<file path="config.mk">
export PLATFORM = sky130hd
export DESIGN_NAME = mbx_irq_flags
export DESIGN_NICKNAME = d
export VERILOG_FILES = /design/src/rtl/mbx_pkg.sv /design/src/rtl/mbx_rst_sync.sv /design/src/rtl/mbx_port_decode.sv /design/src/rtl/mbx_flag.sv /design/src/rtl/mbx_irq_flags.sv
export SDC_FILE = /design/constraint.sdc
export NUM_CORES = 1
export LEC_CHECK = 0
export BUFFER_PORTS_ARGS = -buffer_cell sky130_fd_sc_hd__buf_2
export CAP_MARGIN = 25
export CORE_AREA = 2 2 39 41
export CTS_CLUSTER_SIZE = 14
export DETAILED_ROUTE_END_ITERATION = 8
export DIE_AREA = 0 0 41 43
export GPL_TIMING_DRIVEN = 0
export PLACE_DENSITY_LB_ADDON = 0.25
export SYNTH_ARGS = -nofsm -noshare
export SYNTH_HDL_FRONTEND = slang
export SYNTH_HIERARCHICAL = 1
export SYNTH_SLANG_ARGS = --single-unit
</file>
<file path="constraint.sdc">
create_clock -name clk -period 1.45 [get_ports clk]
set_input_delay 0.29 -clock clk [delete_from_list [all_inputs] [get_ports clk]]
set_output_delay 0.29 -clock clk [all_outputs]
set_load 0.1 [all_outputs]
</file>
<file path="src/rtl/mbx_pkg.sv">
package mbx_pkg;
  localparam int unsigned NUM_PORTS = 2;
  localparam int unsigned PORT_L    = 0;
  localparam int unsigned PORT_R    = 1;

  typedef struct packed {
    logic set;
    logic clr;
  } flag_cmd_t;
endpackage

</file>
<file path="src/rtl/mbx_rst_sync.sv">
module mbx_rst_sync #(
  parameter int unsigned STAGES = 2
) (
  input  logic clk,
  input  logic rst_n,
  output logic rst_sync_n
);
  logic [STAGES-1:0] sync_q;

  always_ff @(posedge clk or negedge rst_n) begin
    if (!rst_n) sync_q <= '0;
    else        sync_q <= {sync_q[STAGES-2:0], 1'b1};
  end

  assign rst_sync_n = sync_q[STAGES-1];
endmodule

</file>
<file path="src/rtl/mbx_port_decode.sv">
module mbx_port_decode #(
  parameter int unsigned      ADDR_W   = 13,
  parameter logic [ADDR_W-1:0] OWN_BOX  = '1,
  parameter logic [ADDR_W-1:0] PEER_BOX = '1
) (
  input  logic              en,
  input  logic              wr,
  input  logic              oe,
  input  logic              busy,
  input  logic [ADDR_W-1:0] addr,
  output logic              set_peer,
  output logic              clr_own
);
  logic active;

  always_comb begin
    active   = en && !busy;
    set_peer = active &&  wr && (addr == PEER_BOX);
    clr_own  = active && !wr && oe && (addr == OWN_BOX);
  end
endmodule

</file>
<file path="src/rtl/mbx_flag.sv">
module mbx_flag (
  input  logic clk,
  input  logic rst_n,
  input  mbx_pkg::flag_cmd_t cmd,
  output logic flag
);
  logic flag_q;
  logic flag_d;
  logic flag_en;

  always_comb begin
    flag_en = cmd.set || cmd.clr;
    flag_d  = cmd.set;
  end

  always_ff @(posedge clk or negedge rst_n) begin
    if (!rst_n)       flag_q <= 1'b0;
    else if (flag_en) flag_q <= flag_d;
  end

  assign flag = flag_q;


  set_wins_chk: assert property (@(posedge clk) disable iff (!rst_n)
    cmd.set |=> flag_q);


  clr_drops_chk: assert property (@(posedge clk) disable iff (!rst_n)
    (cmd.clr && !cmd.set) |=> !flag_q);


  idle_hold_chk: assert property (@(posedge clk) disable iff (!rst_n)
    (!cmd.set && !cmd.clr) |=> $stable(flag_q));
endmodule

</file>
<file path="src/rtl/mbx_irq_flags.sv">
module mbx_irq_flags #(
  parameter int unsigned ADDR_W     = 13,
  parameter int unsigned SYNC_DEPTH = 2
) (
  input  logic              clk,
  input  logic              rst_n,
  input  logic              l_en,
  input  logic              l_wr,
  input  logic              l_oe,
  input  logic              l_busy,
  input  logic [ADDR_W-1:0] l_addr,
  input  logic              r_en,
  input  logic              r_wr,
  input  logic              r_oe,
  input  logic              r_busy,
  input  logic [ADDR_W-1:0] r_addr,
  output logic              l_irq_n,
  output logic              r_irq_n
);
  import mbx_pkg::*;

  localparam logic [ADDR_W-1:0] TOP_ADDR = '1;
  localparam logic [ADDR_W-1:0] L_BOX    = TOP_ADDR - 1'b1;
  localparam logic [ADDR_W-1:0] R_BOX    = TOP_ADDR;

  logic rst_sync_n;

  logic [NUM_PORTS-1:0]             p_en, p_wr, p_oe, p_busy;
  logic [NUM_PORTS-1:0][ADDR_W-1:0] p_addr;
  logic [NUM_PORTS-1:0]             set_peer, clr_own, flag;
  flag_cmd_t [NUM_PORTS-1:0]        cmd;

  mbx_rst_sync #(.STAGES(SYNC_DEPTH)) u_rst_sync (
    .clk        (clk),
    .rst_n      (rst_n),
    .rst_sync_n (rst_sync_n)
  );

  always_comb begin
    p_en[PORT_L]   = l_en;   p_en[PORT_R]   = r_en;
    p_wr[PORT_L]   = l_wr;   p_wr[PORT_R]   = r_wr;
    p_oe[PORT_L]   = l_oe;   p_oe[PORT_R]   = r_oe;
    p_busy[PORT_L] = l_busy; p_busy[PORT_R] = r_busy;
    p_addr[PORT_L] = l_addr; p_addr[PORT_R] = r_addr;
  end

  for (genvar g = 0; g < NUM_PORTS; g++) begin : g_port
    localparam logic [ADDR_W-1:0] OWN  = (g == PORT_L) ? L_BOX : R_BOX;
    localparam logic [ADDR_W-1:0] PEER = (g == PORT_L) ? R_BOX : L_BOX;

    mbx_port_decode #(
      .ADDR_W   (ADDR_W),
      .OWN_BOX  (OWN),
      .PEER_BOX (PEER)
    ) u_decode (
      .en       (p_en[g]),
      .wr       (p_wr[g]),
      .oe       (p_oe[g]),
      .busy     (p_busy[g]),
      .addr     (p_addr[g]),
      .set_peer (set_peer[g]),
      .clr_own  (clr_own[g])
    );

    always_comb begin
      cmd[g].set = set_peer[NUM_PORTS-1-g];
      cmd[g].clr = clr_own[g];
    end

    mbx_flag u_flag (
      .clk   (clk),
      .rst_n (rst_sync_n),
      .cmd   (cmd[g]),
      .flag  (flag[g])
    );
  end

  assign l_irq_n = ~flag[PORT_L];
  assign r_irq_n = ~flag[PORT_R];


  reset_idle_chk: assert property (@(posedge clk)
    !rst_sync_n |=> (l_irq_n && r_irq_n));


  l_fall_src_chk: assert property (@(posedge clk) disable iff (!rst_sync_n)
    $fell(l_irq_n) |-> $past(r_en && r_wr && !r_busy && r_addr == L_BOX));


  l_rise_src_chk: assert property (@(posedge clk) disable iff (!rst_sync_n)
    $rose(l_irq_n) |-> $past(l_en && !l_wr && l_oe && !l_busy && l_addr == L_BOX));


  r_fall_src_chk: assert property (@(posedge clk) disable iff (!rst_sync_n)
    $fell(r_irq_n) |-> $past(l_en && l_wr && !l_busy && l_addr == R_BOX));


  r_rise_src_chk: assert property (@(posedge clk) disable iff (!rst_sync_n)
    $rose(r_irq_n) |-> $past(r_en && !r_wr && r_oe && !r_busy && r_addr == R_BOX));


  both_busy_chk: assert property (@(posedge clk) disable iff (!rst_sync_n)
    (l_busy && r_busy) |=> ($stable(l_irq_n) && $stable(r_irq_n)));
endmodule

</file>
==> results of run 1 <==
per-layer routing:
layer / wire length, um / global-route usage / vias up / share of wire
met3: 89 / 0.0157 / 0 / 0.13
met5: 0 / 0 / - / 0
met1: 235 / 0.0779 / 142 / 0.36
met4: 0 / 0.0600 / 0 / 0
met2: 336 / 0.163 / 23 / 0.51
li1: - / - / 177 / -
state kept, by name, summed over array words and instances (netlist names):
name                cells
g_port.u_flag/flag      2
u_rst_sync/sync_q       2
power breakdown:
group	leakage [uW]	internal [uW]	switching, uW
clock network	0.0000138	92.2	39.2
registers	0.0000513	115	1.39
logic	0.000209	38.4	16.9
layout make-up:
type | instances | share of cell area
Timing Repair Buffer | 38 | 0.409
Multi-Input combinational cell | 18 | 0.260
Sequential cell | 4 | 0.210
Clock buffer | 3 | 0.0472
Tap cell | 16 | 0.0420
Inverter | 4 | 0.0315
critical path: stages (launching register included):
cell	delay, ps
dfrtp_1	370
inv_1	50
buf_2	410
final timing paths:
path | startpoint | slack (ps) | cells past startpoint | to
setup / recovery | g_port[0].u_flag/flag$_DFFE_PN0P_ | 100 | 2 | l_irq_n
hold / removal | u_rst_sync/sync_q[1]$_DFF_PN0_ | 20 | 0 | g_port[1].u_flag/flag$_DFFE_PN0P_
setup reg to reg | g_port[1].u_flag/flag$_DFFE_PN0P_ | 800 | 1 | g_port[1].u_flag/flag$_DFFE_PN0P_
hold reg to reg | u_rst_sync/sync_q[1]$_DFF_PN0_ | 20 | 0 | g_port[1].u_flag/flag$_DFFE_PN0P_
max in group asynchronous | rst_n | 980 | 2 | u_rst_sync/sync_q[0]$_DFF_PN0_
min in group clk | u_rst_sync/sync_q[0]$_DFF_PN0_ | 350 | 0 | u_rst_sync/sync_q[1]$_DFF_PN0_
layout by cell type, fill, tap and decap left out, drive strengths merged:
cell / netlist / routed
inv: 4 / 4
buf: 0 / 37
clkbuf: 0 / 3
nand4: 4 / 4
nor4: 2 / 2
dfrtp: 4 / 4
conb: 1 / 1
a21o: 2 / 2
nand4b: 2 / 2
and3: 2 / 2
nor2: 1 / 1
dlygate4sd3: 0 / 1
and3b: 1 / 1
and4b: 1 / 1
nand2: 2 / 2
repair_timing:
| item | 4_1_cts | 5_1_grt |
|---|---|---|
| hold buffers | 1 | 0 |
| hold endpoints to repair | 2 | 0 |
| setup buffers | 0 | 0 |
per-stage QoR:
| stage | cells | util |
|---|---|---|
| final | 83 | 0.344 |
| after global routing | 83 | 0.344 |
| after CTS | 83 | 0.344 |
| after detailed placement | 79 | 0.321 |
| after global placement | 79 | 0.321 |
| after floorplan | 26 | - |
logic make-up (layout without fill, tap and decap cells):
group,after synthesis,in the layout,synth area share
simple gates,15,15,0.440
compound gates,2,2,0.0628
flops,4,4,0.419
other cells,1,1,0.0157
buf+inv,4,45,0.0628
==> impl_metrics.toml, run 1 <==
[clock_tree]
cts_tree = "built"
insertion_delay_ps = 230
cts-resized-gates = 0
cts-root-buf = "clkbuf_4"
cts_sinks = 4
htree_num_levels = 1
numCtsBuffers = 3
clock_path_buffers = 2
path_clk_slew_ps = 40

[die]
start_util = 0.173
die_w_um = 41
die_area_mm2 = 0.00176
die_h_um = 43
ios = 38
fp-row-count = 14
coreArea_mm2 = 0.00138

[cells_and_area]
num_antenna_cells = 0
multiInputGateArea_um2 = 124
fin_nets = 105
seq_area_um2 = 100
drive_gt1_frac = 0.627
area.growth.synth_to_final_pct = 99.5
fillers = 149
final_cell_area_um2 = 477

[worst_setup_path]
crit_fanout = 2
worstSetupPathType = "flop to output port"
crit_path_start_kind = "flop"
arrival_ps = 1060
required_ps = 1160
crit_path_end_kind = "output port"

[sta]
fin_tns_setup_ps = 0
max_freq_mhz = 743
drv_slew = 0
setup_violations = 0
hold_ws_ps = 23.2
period_needed_ps = 1350
fin_ws_ps = 104
fin_crit_sh = 0.928
rsz0062_at_grt = "no"
finalHoldViolations = 0
fin_skew_ps = 0.907

[grt]
overflow = 0
grt_usage = 0.0886
grt_max_degree = 3
grt_pass1_wl_mm = 1.06
antenna_found_initial = 0
grt_pass1_vias = 316

[outcome]
status = "completed"

[power]
p_total_uw = 303
leakagePower_uw = 0.000274
pwr_density_cell_mw_per_mm2 = 636
peakVddDrop_v = 0.000297

[yosys]
syn_inst = 26
ys.warnings.count = 6
synth_ff_type = "dfrtp_1"
yosysSeqAreaShare = 0.419
avgSynthCellArea_um2 = 9.19
synthArstFlopShare = 1.00
synth_area_leaders = "dfrtp_1 42%, nand4_1 10%, nand4b_1 7.3%, a21o_1 6.3%, inv_1 6.3%"
synth_common_cells = "4 x dfrtp_1, 4 x inv_1, 4 x nand4_1"
synth_seq_cells = 4
syn_area_um2 = 239
synth_edf_count = 0
syn-num-nets = 62
ys_types = 13
synth_top_area_frac = 0.419
yosys.area.top_type = "dfrtp_1"

[place]
place_ws_ps = 66.7
placed_area_um2 = 444
place_congestion = 0.665
port_buffers = 37

[drt]
routed-via-count = 342
route.detailed.wl_per_inst_um = 7.96
finalWirelength_um = 661
drc = 0
vias_per_cell = 4.12
dr.pass1.iters = 1
ant_nets = 0
drtIter0Drc = 0

[worst_hold_path]
hp-class = "flop to async pin"

[run]
maxCapViolCount = 0
No activity file was read; power rests on OpenSTA's default activity.
==> run 2, diff against run 1 <==
ABC_AREA = 1   (was not set)
==> impl_metrics.toml, run 2 <==
[worst_setup_path]
reg2reg_depth = 2
crit_path_start_kind = "flop"
crit_path_end_kind = "output port"
crit_fanout = 2
worstSetupPathType = "flop to output port"
required_ps = 1160
r2r-end = "g_port[0].u_flag/flag$_DFFE_PN0P_"
reg2reg_from = "g_port[0].u_flag/flag$_DFFE_PN0P_"
rrSetupSlack_ps = 860
arrival_ps = 1060

[sta]
drv_slew = 0
max_freq_mhz = 741
rsz0062_at_grt = "no"
finalHoldViolations = 0
fin_crit_sh = 0.930
fin_ws_ps = 101
setup_violations = 0
period_needed_ps = 1350
fin_tns_setup_ps = 0
fin_skew_ps = 0.447

[yosys]
syn-num-nets = 94
synth.most_common_cell = "nand2_1"
synth_ff_type = "dfrtp_1"
synth_area_leaders = "dfrtp_1 31%, nand2_1 25%, inv_1 20%, nor2_1 12%, nand3_2 6.3%"
ys_types = 8
avgSynthCellArea_um2 = 5.52
yosys.area.top_type = "dfrtp_1"
ys.warnings.count = 6
synth_common_cells = "21 x nand2_1, 17 x inv_1, 10 x nor2_1, 4 x dfrtp_1"
yosysSeqAreaShare = 0.313
synth_top_area_frac = 0.313
syn_area_um2 = 320
synth_seq_cells = 4
syn_inst = 58
synthArstFlopShare = 1.00
synth_edf_count = 0

[run]
maxCapViolCount = 0

[clock_tree]
cts_sinks = 4
cts_tree = "built"
htree_num_levels = 1
path_clk_slew_ps = 40
clock_path_buffers = 2
cts.repair_timing.setup_buffer_count = 0
insertion_delay_ps = 230
cts-root-buf = "clkbuf_4"
numCtsBuffers = 3

[cells_and_area]
area.growth.synth_to_final_pct = 74.2
fin_nets = 137
drive_gt1_frac = 0.424
final_cell_mix = "37 x buf_2, 21 x nand2_1, 17 x inv_1"
num_antenna_cells = 0
fin_util = 0.403
final_common_cell = "buf_2"

[power]
peakVddDrop_v = 0.000298
pwr_density_cell_mw_per_mm2 = 576
p_total_uw = 321
leakagePower_uw = 0.000354

[outcome]
status = "completed"

[drt]
finalWirelength_um = 774
met3_length_um = 86
drc = 0
highest_layer = "met3"
drtIter0Drc = 4
route.detailed.wl_per_inst_um = 6.73
routed-via-count = 439
vias_per_cell = 3.82
ant_nets = 0
drt-met1-wl_um = 311
met2_length_um = 375
dr.pass1.iters = 4

[grt]
grt_pass1_vias = 397
overflow = 0
grt_pass1_wl_mm = 1.24
grt_max_degree = 3
antenna_found_initial = 0
grt_usage = 0.102

[place]
place_congestion = 0.609
place_ws_ps = 337
port_buffers = 37
hpwlAfterDp_um = 643

[die]
die_area_mm2 = 0.00176
die_w_um = 41
ios = 38
coreArea_mm2 = 0.00138
start_util = 0.231
fp-row-count = 14
die_h_um = 43

[worst_hold_path]
hp-class = "flop to async pin"
run 2: changes by cell type in the layout (fill, tap and decap cells not counted), sizes merged, moves of 2 or more:
cell and change:
nand2 +19, nand4 -3, and3 -2, nor2 +9
nand3 +4, nand4b -2, inv +13, a21o -2
nor4 -2
run 2: how the worst max path moves through the flow:
stage	from	end	slack [ps]	cells past startpoint
floorplan	g_port[0].u_flag/flag$_DFFE_PN0P_	l_irq_n	210	1
global placement	g_port[0].u_flag/flag$_DFFE_PN0P_	l_irq_n	340	2
detailed placement	g_port[0].u_flag/flag$_DFFE_PN0P_	l_irq_n	340	2
CTS	g_port[0].u_flag/flag$_DFFE_PN0P_	l_irq_n	90	2
global route	g_port[0].u_flag/flag$_DFFE_PN0P_	l_irq_n	60	2
finish	g_port[0].u_flag/flag$_DFFE_PN0P_	l_irq_n	100	2
run 2: repair_timing:
item / in CTS / in global routing
endpoints found under the hold margin: 2 / 0
hold buffers: 1 / 0
resized for setup: 0 / 0
setup endpoints to repair: 0 / 0
run 2: kinds of logic (layout without fill, tap and decap cells):
logic type             count (synthesis)  after routing  share of synthesized area
DFF                                    4              4                      0.313
other                                  1              1                     0.0117
and+or+nand+nor                       36             36                      0.477
buffers and inverters                 17             58                      0.199
run 2: worst max-delay path, cell delays in order (launching register included):
cell and delay [ps]:
dfrtp_1 370, inv_1 50, buf_2 410
run 2: cell type report:
class,count,area [um2]
repair buffers,38,195
flip-flops and latches,4,100
fillers,176,826
well taps,16,20.0
clock buffers,3,22.5
inverters,17,63.8
multi-input cells,37,156
run 2: metal layers:
layer / vias to the layer above / GRT usage
li1: 243 / -
met1: 173 / 0.0951
met2: 23 / 0.178
met3: 0 / 0.0314
met4: 0 / 0.0600
met5: - / 0
run 2: power by group:
group | leakage, uW | switching (uW) | total (uW) | internal, uW
Sequential | 0.0000513 | 1.49 | 117 | 115
Combinational | 0.000288 | 26.4 | 69.7 | 43.3
Clock | 0.0000138 | 42.6 | 135 | 92.4
Total | 0.000354 | 70.5 | 321 | 251
run 2: metrics by stage:
stage | hold slack [ps] | area, um2 | cells
6_report | 20.0 | 558 | 115
3_3_place_gp | 20.6 | 526 | 111
5_1_grt | 42.2 | 558 | 115
3_5_place_dp | 19.6 | 526 | 111
2_1_floorplan | -5.59 | 320 | 58
4_1_cts | 21.1 | 558 | 115
==> run 3, diff against run 2 <==
CTS_BUF_LIST = sky130_fd_sc_hd__clkbuf_2   (was not set)
==> impl_metrics.toml, run 3 (synthesized netlist as in run 2, its figures left out) <==
[drt]
finalWirelength_um = 748
drtIter0Drc = 6
drc = 0
routed-via-count = 441
ant_nets = 0
vias_per_cell = 3.83
route.detailed.wl_per_inst_um = 6.50
dr.pass1.iters = 4

[die]
fp-row-count = 14
start_util = 0.231
die_h_um = 43
coreArea_mm2 = 0.00138
ios = 38
die_w_um = 41
die_area_mm2 = 0.00176

[grt]
grt_usage = 0.101
grt_pass1_vias = 396
overflow = 0
antenna_found_initial = 0
grt_max_degree = 3
grt_pass1_wl_mm = 1.24

[outcome]
status = "completed"

[cells_and_area]
area.growth.synth_to_final_pct = 71.9
drive_gt1_frac = 0.424
seq_area_um2 = 100
num_antenna_cells = 0
fillers = 177
stdcell_count = 115
fin_nets = 137
multiInputGateArea_um2 = 156
final_common_cell = "buf_2"
final_cell_mix = "37 x buf_2, 21 x nand2_1, 17 x inv_1"

[sta]
finalHoldViolations = 0
fin_tns_setup_ps = 0
fin_crit_sh = 0.909
setup_violations = 0
drv_slew = 0
rsz0062_at_grt = "no"
period_needed_ps = 1320
fin_skew_ps = 3.19
max_freq_mhz = 759

[worst_setup_path]
crit_path_end_kind = "output port"
worstSetupPathType = "flop to output port"
rrSetupSlack_ps = 860
crit_fanout = 2
crit_path_end = "l_irq_n"
critPathLaunch = "g_port[0].u_flag/flag$_DFFE_PN0P_"
reg2reg_depth = 2
required_ps = 1160
reg2reg_from = "g_port[0].u_flag/flag$_DFFE_PN0P_"
crit_path_start_kind = "flop"
r2r-end = "g_port[0].u_flag/flag$_DFFE_PN0P_"
arrival_ps = 1030

[place]
place_inst = 111
place_congestion = 0.609
port_buffers = 37
hpwlAfterDp_um = 643

[clock_tree]
htree_num_levels = 1
insertion_delay_ps = 200
cts_sinks = 4
numCtsBuffers = 3
cts-resized-gates = 0
cts-root-buf = "clkbuf_2"
path_clk_slew_ps = 40
clock_path_buffers = 2
cts_tree = "built"
cts.repair_timing.setup_buffer_count = 0

[power]
peakVddDrop_v = 0.000258
pwr_density_cell_mw_per_mm2 = 517
leakagePower_uw = 0.000352

[run]
maxCapViolCount = 0

[worst_hold_path]
hp-class = "flop to async pin"
run 3: cell count changes in the layout (fill, tap and decap cells not counted):
cell / before / now
clkbuf_2: 0 / 3
clkbuf_4: 3 / 0
run 3: cell type report:
type | instances | area share
tap | 16 | 0.0364
multi-input combinational | 37 | 0.284
inverter | 17 | 0.116
clock buffer | 3 | 0.0273
timing repair buffer | 38 | 0.355
sequential | 4 | 0.182
run 3: how the worst min path moves through the flow:
stage / start / to / cells past startpoint
after global routing: u_rst_sync/sync_q[1]$_DFF_PN0_ / g_port[1].u_flag/flag$_DFFE_PN0P_ / 0
after CTS: u_rst_sync/sync_q[1]$_DFF_PN0_ / g_port[1].u_flag/flag$_DFFE_PN0P_ / 0
after floorplan: rst_n / u_rst_sync/sync_q[0]$_DFF_PN0_ / 0
after global placement: u_rst_sync/sync_q[1]$_DFF_PN0_ / g_port[1].u_flag/flag$_DFFE_PN0P_ / 0
final: u_rst_sync/sync_q[1]$_DFF_PN0_ / g_port[1].u_flag/flag$_DFFE_PN0P_ / 0
after detailed placement: u_rst_sync/sync_q[1]$_DFF_PN0_ / g_port[0].u_flag/flag$_DFFE_PN0P_ / 0
run 3: what timing repair did:
item,CTS,global route
endpoints found under the setup margin,0,0
hold endpoints to repair,2,0
hold buffers,1,0
run 3: worst max-delay path, cell delays in order (launching register included):
cell and delay, ps:
dfrtp_1 370, inv_1 50, buf_2 410
run 3: layer usage:
layer,share of wire,global-route usage,vias to the layer above
met3,0.12,0.0314,0
met4,0,0.0600,0
met5,0,0,-
li1,-,-,243
met2,0.48,0.175,25
met1,0.40,0.0951,173
run 3: stage by stage:
stage / hold WS [ps] / utilization / power (uW) / worst slack (ps) / cell area, um2
after floorplan: -5.59 / - / 136 / 214 / 320
after detailed placement: 19.6 / 0.380 / 186 / 337 / 526
after global placement: 20.6 / 0.380 / 185 / 341 / 526
after CTS: 20.0 / 0.398 / 290 / 111 / 551
final: 15.9 / 0.398 / 285 / 132 / 551
after global routing: 43.3 / 0.398 / 311 / 83.3 / 551
run 3: where the power goes:
part	internal [uW]	total, uW	leakage (uW)	switching, uW
combinational	43.3	69.7	0.000288	26.3
clock	55.7	98.4	0.0000125	42.7
sequential	115	117	0.0000513	1.47
